`config.mk`:
```
export PLATFORM = sky130hd
export DESIGN_NAME = sdram_cmd_decoder
export DESIGN_NICKNAME = d
export VERILOG_FILES = /design/src/rtl/sdc_pkg.sv /design/src/rtl/sdc_pin_decode.sv /design/src/rtl/sdc_cke_stage.sv /design/src/rtl/sdc_bank_state.sv /design/src/rtl/sdram_cmd_decoder.sv
export SDC_FILE = /design/constraint.sdc
export NUM_CORES = 1
export LEC_CHECK = 0
export ABC_AREA = 1
export BUFFER_PORTS_ARGS = -buffer_cell sky130_fd_sc_hd__clkbuf_2
export CAP_MARGIN = 40
export CORE_UTILIZATION = 25
export DETAILED_ROUTE_END_ITERATION = 8
export PLACE_DENSITY_LB_ADDON = 0.15
export SETUP_SLACK_MARGIN = 0.05
export SYNTH_ARGS = -nofsm -noshare
export SYNTH_HDL_FRONTEND = slang
export SYNTH_HIERARCHICAL = 1
export SYNTH_SLANG_ARGS = --single-unit
```
`constraint.sdc`:
```
create_clock -name clk -period 3.1 [get_ports clk]
set_clock_uncertainty 0.05 [all_clocks]
set_input_delay 0 -clock clk [delete_from_list [all_inputs] [get_ports clk]]
set_output_delay 0 -clock clk [all_outputs]
set_load 0.05 [all_outputs]
```
`src/rtl/sdc_pkg.sv`:
```
package sdc_pkg;
  localparam int NUM_CMD = 13;

  typedef enum logic [3:0] {
    C_DESEL = 4'd0,
    C_NOP   = 4'd1,
    C_ACT   = 4'd2,
    C_PRE   = 4'd3,
    C_PREA  = 4'd4,
    C_RD    = 4'd5,
    C_WR    = 4'd6,
    C_MRS   = 4'd7,
    C_REF   = 4'd8,
    C_BST   = 4'd9,
    C_SRE   = 4'd10,
    C_PDE   = 4'd11,
    C_PDX   = 4'd12
  } cmd_e;
endpackage

```
`src/rtl/sdc_pin_decode.sv`:
```
module sdc_pin_decode
  import sdc_pkg::*;
(
  input  logic cs_n,
  input  logic ras_n,
  input  logic cas_n,
  input  logic we_n,
  input  logic a10,
  output cmd_e base_cmd
);
  always_comb begin
    if (cs_n) begin
      base_cmd = C_DESEL;
    end else begin
      case ({ras_n, cas_n, we_n})
        3'b011:  base_cmd = C_ACT;
        3'b010:  base_cmd = a10 ? C_PREA : C_PRE;
        3'b100:  base_cmd = C_WR;
        3'b101:  base_cmd = C_RD;
        3'b000:  base_cmd = C_MRS;
        3'b001:  base_cmd = C_REF;
        3'b110:  base_cmd = C_BST;
        default: base_cmd = C_NOP;
      endcase
    end
  end
endmodule

```
`src/rtl/sdc_cke_stage.sv`:
```
module sdc_cke_stage
  import sdc_pkg::*;
(
  input  logic clk,
  input  logic rst,
  input  logic cke,
  input  cmd_e base_cmd,
  input  logic any_active,
  input  logic commit,
  output cmd_e eff_cmd,
  output logic cke_bad,
  output logic pd_pre,
  output logic pd_act,
  output logic sref
);
  logic cke_q;
  logic low_pwr;
  logic quiet;

  assign low_pwr = pd_pre | pd_act | sref;
  assign quiet   = (base_cmd == C_NOP) || (base_cmd == C_DESEL);

  // Clock-enable classification happens before the state legality check.
  always_comb begin
    eff_cmd = base_cmd;
    cke_bad = 1'b0;
    if (low_pwr) begin
      if (!cke)       eff_cmd = C_NOP;
      else if (quiet) eff_cmd = C_PDX;
      else            cke_bad = 1'b1;
    end else if (cke_q && !cke) begin
      if (base_cmd == C_REF) eff_cmd = C_SRE;
      else if (quiet)        eff_cmd = C_PDE;
      else                   cke_bad = 1'b1;
    end
  end

  always_ff @(posedge clk) begin
    if (rst) begin
      cke_q  <= 1'b0;
      pd_pre <= 1'b0;
      pd_act <= 1'b0;
      sref   <= 1'b0;
    end else begin
      cke_q <= cke;
      if (commit) begin
        case (eff_cmd)
          C_SRE: sref <= 1'b1;
          C_PDE: begin
            if (any_active) pd_act <= 1'b1;
            else            pd_pre <= 1'b1;
          end
          C_PDX: begin
            pd_pre <= 1'b0;
            pd_act <= 1'b0;
            sref   <= 1'b0;
          end
          default: ;
        endcase
      end
    end
  end
endmodule

```
`src/rtl/sdc_bank_state.sv`:
```
module sdc_bank_state
  import sdc_pkg::*;
#(
  parameter int BANK_W = 2,
  localparam int NUM_BANKS = 1 << BANK_W
) (
  input  logic                 clk,
  input  logic                 rst,
  input  cmd_e                 eff_cmd,
  input  logic [BANK_W-1:0]    bank,
  input  logic                 a10,
  input  logic                 commit,
  output logic [NUM_BANKS-1:0] active
);
  for (genvar g = 0; g < NUM_BANKS; g++) begin : g_bank
    logic hit;
    assign hit = (bank == BANK_W'(g));

    always_ff @(posedge clk) begin
      if (rst) begin
        active[g] <= 1'b0;
      end else if (commit) begin
        case (eff_cmd)
          C_ACT:       if (hit) active[g] <= 1'b1;
          C_PRE:       if (hit) active[g] <= 1'b0;
          C_PREA:      active[g] <= 1'b0;
          C_RD, C_WR:  if (hit && a10) active[g] <= 1'b0;
          default: ;
        endcase
      end
    end
  end
endmodule

```
`src/rtl/sdram_cmd_decoder.sv`:
```
module sdram_cmd_decoder
  import sdc_pkg::*;
#(
  parameter int BANK_W = 2,
  localparam int NUM_BANKS = 1 << BANK_W
) (
  input  logic                 clk,
  input  logic                 rst,
  input  logic                 cke,
  input  logic                 cs_n,
  input  logic                 ras_n,
  input  logic                 cas_n,
  input  logic                 we_n,
  input  logic [BANK_W-1:0]    bank_sel,
  input  logic                 a10,
  output logic [NUM_CMD-1:0]   cmd_oh,
  output logic [BANK_W-1:0]    cmd_bank,
  output logic                 auto_pre,
  output logic                 emr_sel,
  output logic                 illegal,
  output logic                 err,
  output logic [NUM_BANKS-1:0] bank_active,
  output logic                 pd_pre,
  output logic                 pd_act,
  output logic                 sref
);
  cmd_e base_cmd;
  cmd_e eff_cmd;
  logic cke_bad;
  logic ok;
  logic any_active;

  assign any_active = |bank_active;

  sdc_pin_decode i_pins (
    .cs_n     (cs_n),
    .ras_n    (ras_n),
    .cas_n    (cas_n),
    .we_n     (we_n),
    .a10      (a10),
    .base_cmd (base_cmd)
  );

  sdc_cke_stage i_cke (
    .clk        (clk),
    .rst        (rst),
    .cke        (cke),
    .base_cmd   (base_cmd),
    .any_active (any_active),
    .commit     (ok),
    .eff_cmd    (eff_cmd),
    .cke_bad    (cke_bad),
    .pd_pre     (pd_pre),
    .pd_act     (pd_act),
    .sref       (sref)
  );

  sdc_bank_state #(.BANK_W(BANK_W)) i_banks (
    .clk     (clk),
    .rst     (rst),
    .eff_cmd (eff_cmd),
    .bank    (bank_sel),
    .a10     (a10),
    .commit  (ok),
    .active  (bank_active)
  );

  // Legality against the bank state held before this edge.
  always_comb begin
    ok = !cke_bad;
    case (eff_cmd)
      C_ACT:               ok = ok && !bank_active[bank_sel];
      C_RD, C_WR:          ok = ok && bank_active[bank_sel];
      C_BST:               ok = ok && any_active;
      C_MRS, C_REF, C_SRE: ok = ok && !any_active;
      default: ;
    endcase
  end

  always_ff @(posedge clk) begin
    if (rst) begin
      cmd_oh   <= NUM_CMD'(1) << C_NOP;
      cmd_bank <= '0;
      auto_pre <= 1'b0;
      emr_sel  <= 1'b0;
      illegal  <= 1'b0;
      err      <= 1'b0;
    end else begin
      cmd_oh   <= NUM_CMD'(1) << eff_cmd;
      cmd_bank <= bank_sel;
      auto_pre <= ((eff_cmd == C_RD) || (eff_cmd == C_WR)) && a10;
      emr_sel  <= (eff_cmd == C_MRS) && bank_sel[0];
      illegal  <= !ok;
      if (!ok) err <= 1'b1;
    end
  end
endmodule

```
==> results.txt <==
Status -> complete, no violations
Minimum clock period -> 2729 ps
Final setup vio count -> 0
CTS buffer count -> 3
Congestion Overflow GR -> 0
Worst hold path class -> in -> reg
Yosys top cell by area -> dfxtp_1
Initial Util -> 25.95%
Layout Area Growth over Synthesis -> 26.14%
Initial antenna violation count -> 0
Count of different cell masters after synthesis -> 24
Unrepaired setup endpoints after global routing -> false
Critical-path cell list -> dlygate4sd3_1 > clkbuf_2 > inv_1 > nand3_1 > a21oi_2 > inv_2 > nand2_4 > nor2_4 > nand2_1 > nand2_1 > nand2_2 > clkinvlp_4 > inv_4 > nand2_1 > nor2_2 > nor2_2 > nand3_1 > nand2_1 > nand2_1 > nand2_2 > inv_2 > nand2_2 > or3_1 > a21oi_1
DR iter-0 viols -> 56
CTS tree -> yes
Die ar. -> 6463 sq um
Buf/Inv on CP -> 7
Htree depth -> 1
Cell Pwr Density -> 583.7 nW/um^2
Slew margin rel. -> 68.36%
CP delay by family, top -> simple AND/OR/NAND/NOR gates
Core Footprint -> 5921 sq um
Peak supply drop -> 0.0001856 V
Cell count along the critical path -> 24
Overall Global Routing Usage -> 12.15%
Fin. max-slew vios -> 0
Worst-margin pin slew -> 469.6 ps
Clock Path Buffers -> 2
Wire per inst -> 10.51 microns
Cell mode on critical path -> nand2_1
CTS sink cnt -> 27
WL final -> 3.689 mm
ANT nets after route -> 0
Leak Pwr -> 0.0009387 uW
CTS root buf -> clkbuf_8
Post-synth net total -> 238
Register area share after synthesis -> 35.18%
Number of enable-type register cells in the synthesized netlist -> 0
IO Count -> 36
Critical-path top delay cell -> dlygate4sd3_1
Die Span Y -> 80.40 microns
Row count -> 28
Vias in the first global route -> 1386
First-pass GRT wire length -> 6.044 mm
Max incr delay on CP -> 530 ps
Period utilization -> 88.04%
Final hold vios -> 0
Total Power -> 1131 uW
Syn Area/Cell -> 6.739 sq um
Top FF cell, synth -> dfxtp_1
CP Data Required Time -> 3270 ps
Nets -> 287
DR pass1 iterations -> 4
FFs w/ async S/R, synth -> 0%
Synth warnings -> 6
Synth Register Bits -> 27
Peak fanout along the critical path -> 6
Most frequent cells after synthesis -> 51 x nand2_1, 29 x inv_1, 27 x dfxtp_1
Vias per cell -> 4.311
Crit path DAT -> 2900 ps
Synthesized area -> 1536 sq um
Main area contributors after synthesis -> dfxtp_1 35%, nand2_1 12%, inv_1 7.1%
R2R depth -> 18
Crit path capture type -> flop
Startpoint types -> primary input
Hold depth -> 2
Share of cells above drive strength 1 -> 34.06%
Port-buffer cells -> 35
Clk_lat worst skew -> 280 ps
Top-area cell type share of the netlist area -> 35.18%
Die width -> 80.40 microns
Via Count -> 1513
Critical path class -> in -> reg
Max_cap viols -> 0
Ant diodes -> 0
GP Congestion -> 0.7703
Fin Setup TNS -> 0 ps
DR DRC count -> 0
Hpwl dp -> 2.842 mm
Count leader, synth -> nand2_1
FMAX -> 366.4 MHz
CTS clk-pin slew, worst paths -> 100 ps
Hold_ws -> 6.728 ps
Largest net degree at the start of global routing -> 16
Post-synthesis cell count -> 228
## cell usage in the layout (no fill, tap or decap), drive strengths merged
master	netlist	final
buf	1	6
a31oi	1	1
o32ai	1	1
or3	1	1
o21bai	2	2
inv	40	39
dlygate4sd3	0	4
nand2	69	69
clkbuf	0	38
o31ai	1	1
dfxtp	27	27
clkinvlp	0	1
nor2	33	33
nor3b	1	1
clkinv	0	1
nor3	9	9
nand4	3	3
nand3	25	25
a21oi	11	11
o21ai	3	3
## metal layers
metal  share of wire, %  wire length (microns)  up-vias  track usage (%)
met5                  0                      0        -                0
met4                1.5                     55        0            4.286
met3                3.7                    138        5            1.364
met2                 49                   1808       30            22.20
met1                 46                   1687      664            14.43
li1                   -                      -      814                -
## stage by stage
stage / std cells / util, % / cell area (sq um) / setup slack, ps
after floorplan: 228 / - / 1536 / 498.4
after global placement: 340 / 30.68 / 1817 / 317.2
after detailed placement: 340 / 30.68 / 1817 / 298.0
after CTS: 348 / 32.14 / 1903 / 124.0
after global routing: 351 / 32.73 / 1938 / 60.55
final: 351 / 32.73 / 1938 / 370.7
## final timing paths
path                start           to  slack [ps]
max                   a10   i_cke/sref         370
min                   rst  cmd_bank[1]           7
max reg2reg  i_cke/pd_act   i_cke/sref         690
min reg2reg           err          err         430
## cells by family after synthesis
logic type             share of synthesized area, %
AOI/OAI and AO/OA                             7.248
buffers and inverters                         10.67
DFF                                           35.18
and+or+nand+nor                               46.91
## cell type report
cell class | count | area (sq um)
Inverter | 40 | 156.4
Clock inverter | 1 | 5.005
Timing Repair Buffer | 45 | 260.3
Sequential cell | 27 | 540.5
Clock buffer | 3 | 41.29
Fill cell | 669 | 3983
Multi-Input combinational cell | 160 | 840.8
Tap cell | 75 | 93.84
## sequential cells by signal (all words and copies together) (netlist names)
register / flops
auto_pre: 1
cmd_bank: 2
i_banks/active: 4
i_cke/sref: 1
illegal: 1
cmd_oh: 13
i_cke/pd_act: 1
emr_sel: 1
i_cke/pd_pre: 1
err: 1
i_cke/cke_q: 1
## worst register-to-register path, cell delays in order, from the launching register on
cell,delay (ps)
dfxtp_1,350
nor2_4,160
nand2_4,100
nand2_1,90
nand2_1,60
nand2_2,110
clkinvlp_4,180
inv_4,110
nand2_1,60
nor2_2,150
nor2_2,60
nand3_1,70
nand2_1,50
nand2_1,60
nand2_2,70
inv_2,120
nand2_2,60
or3_1,340
a21oi_1,120
## power by group
group	switching [uW]	internal [uW]	leakage [uW]	total (uW)
Clock	116	90.4	0.0000255	207
Sequential	24.4	382	0.000220	407
Combinational	372	146	0.000693	518
## timing repair
item,4_1_cts,5_1_grt
gates resized for setup,0,5
hold endpoints to repair,5,0
setup endpoints to repair,0,7
hold buffers,4,0
setup buffers,0,3
Power figures use the tool's default switching activity.
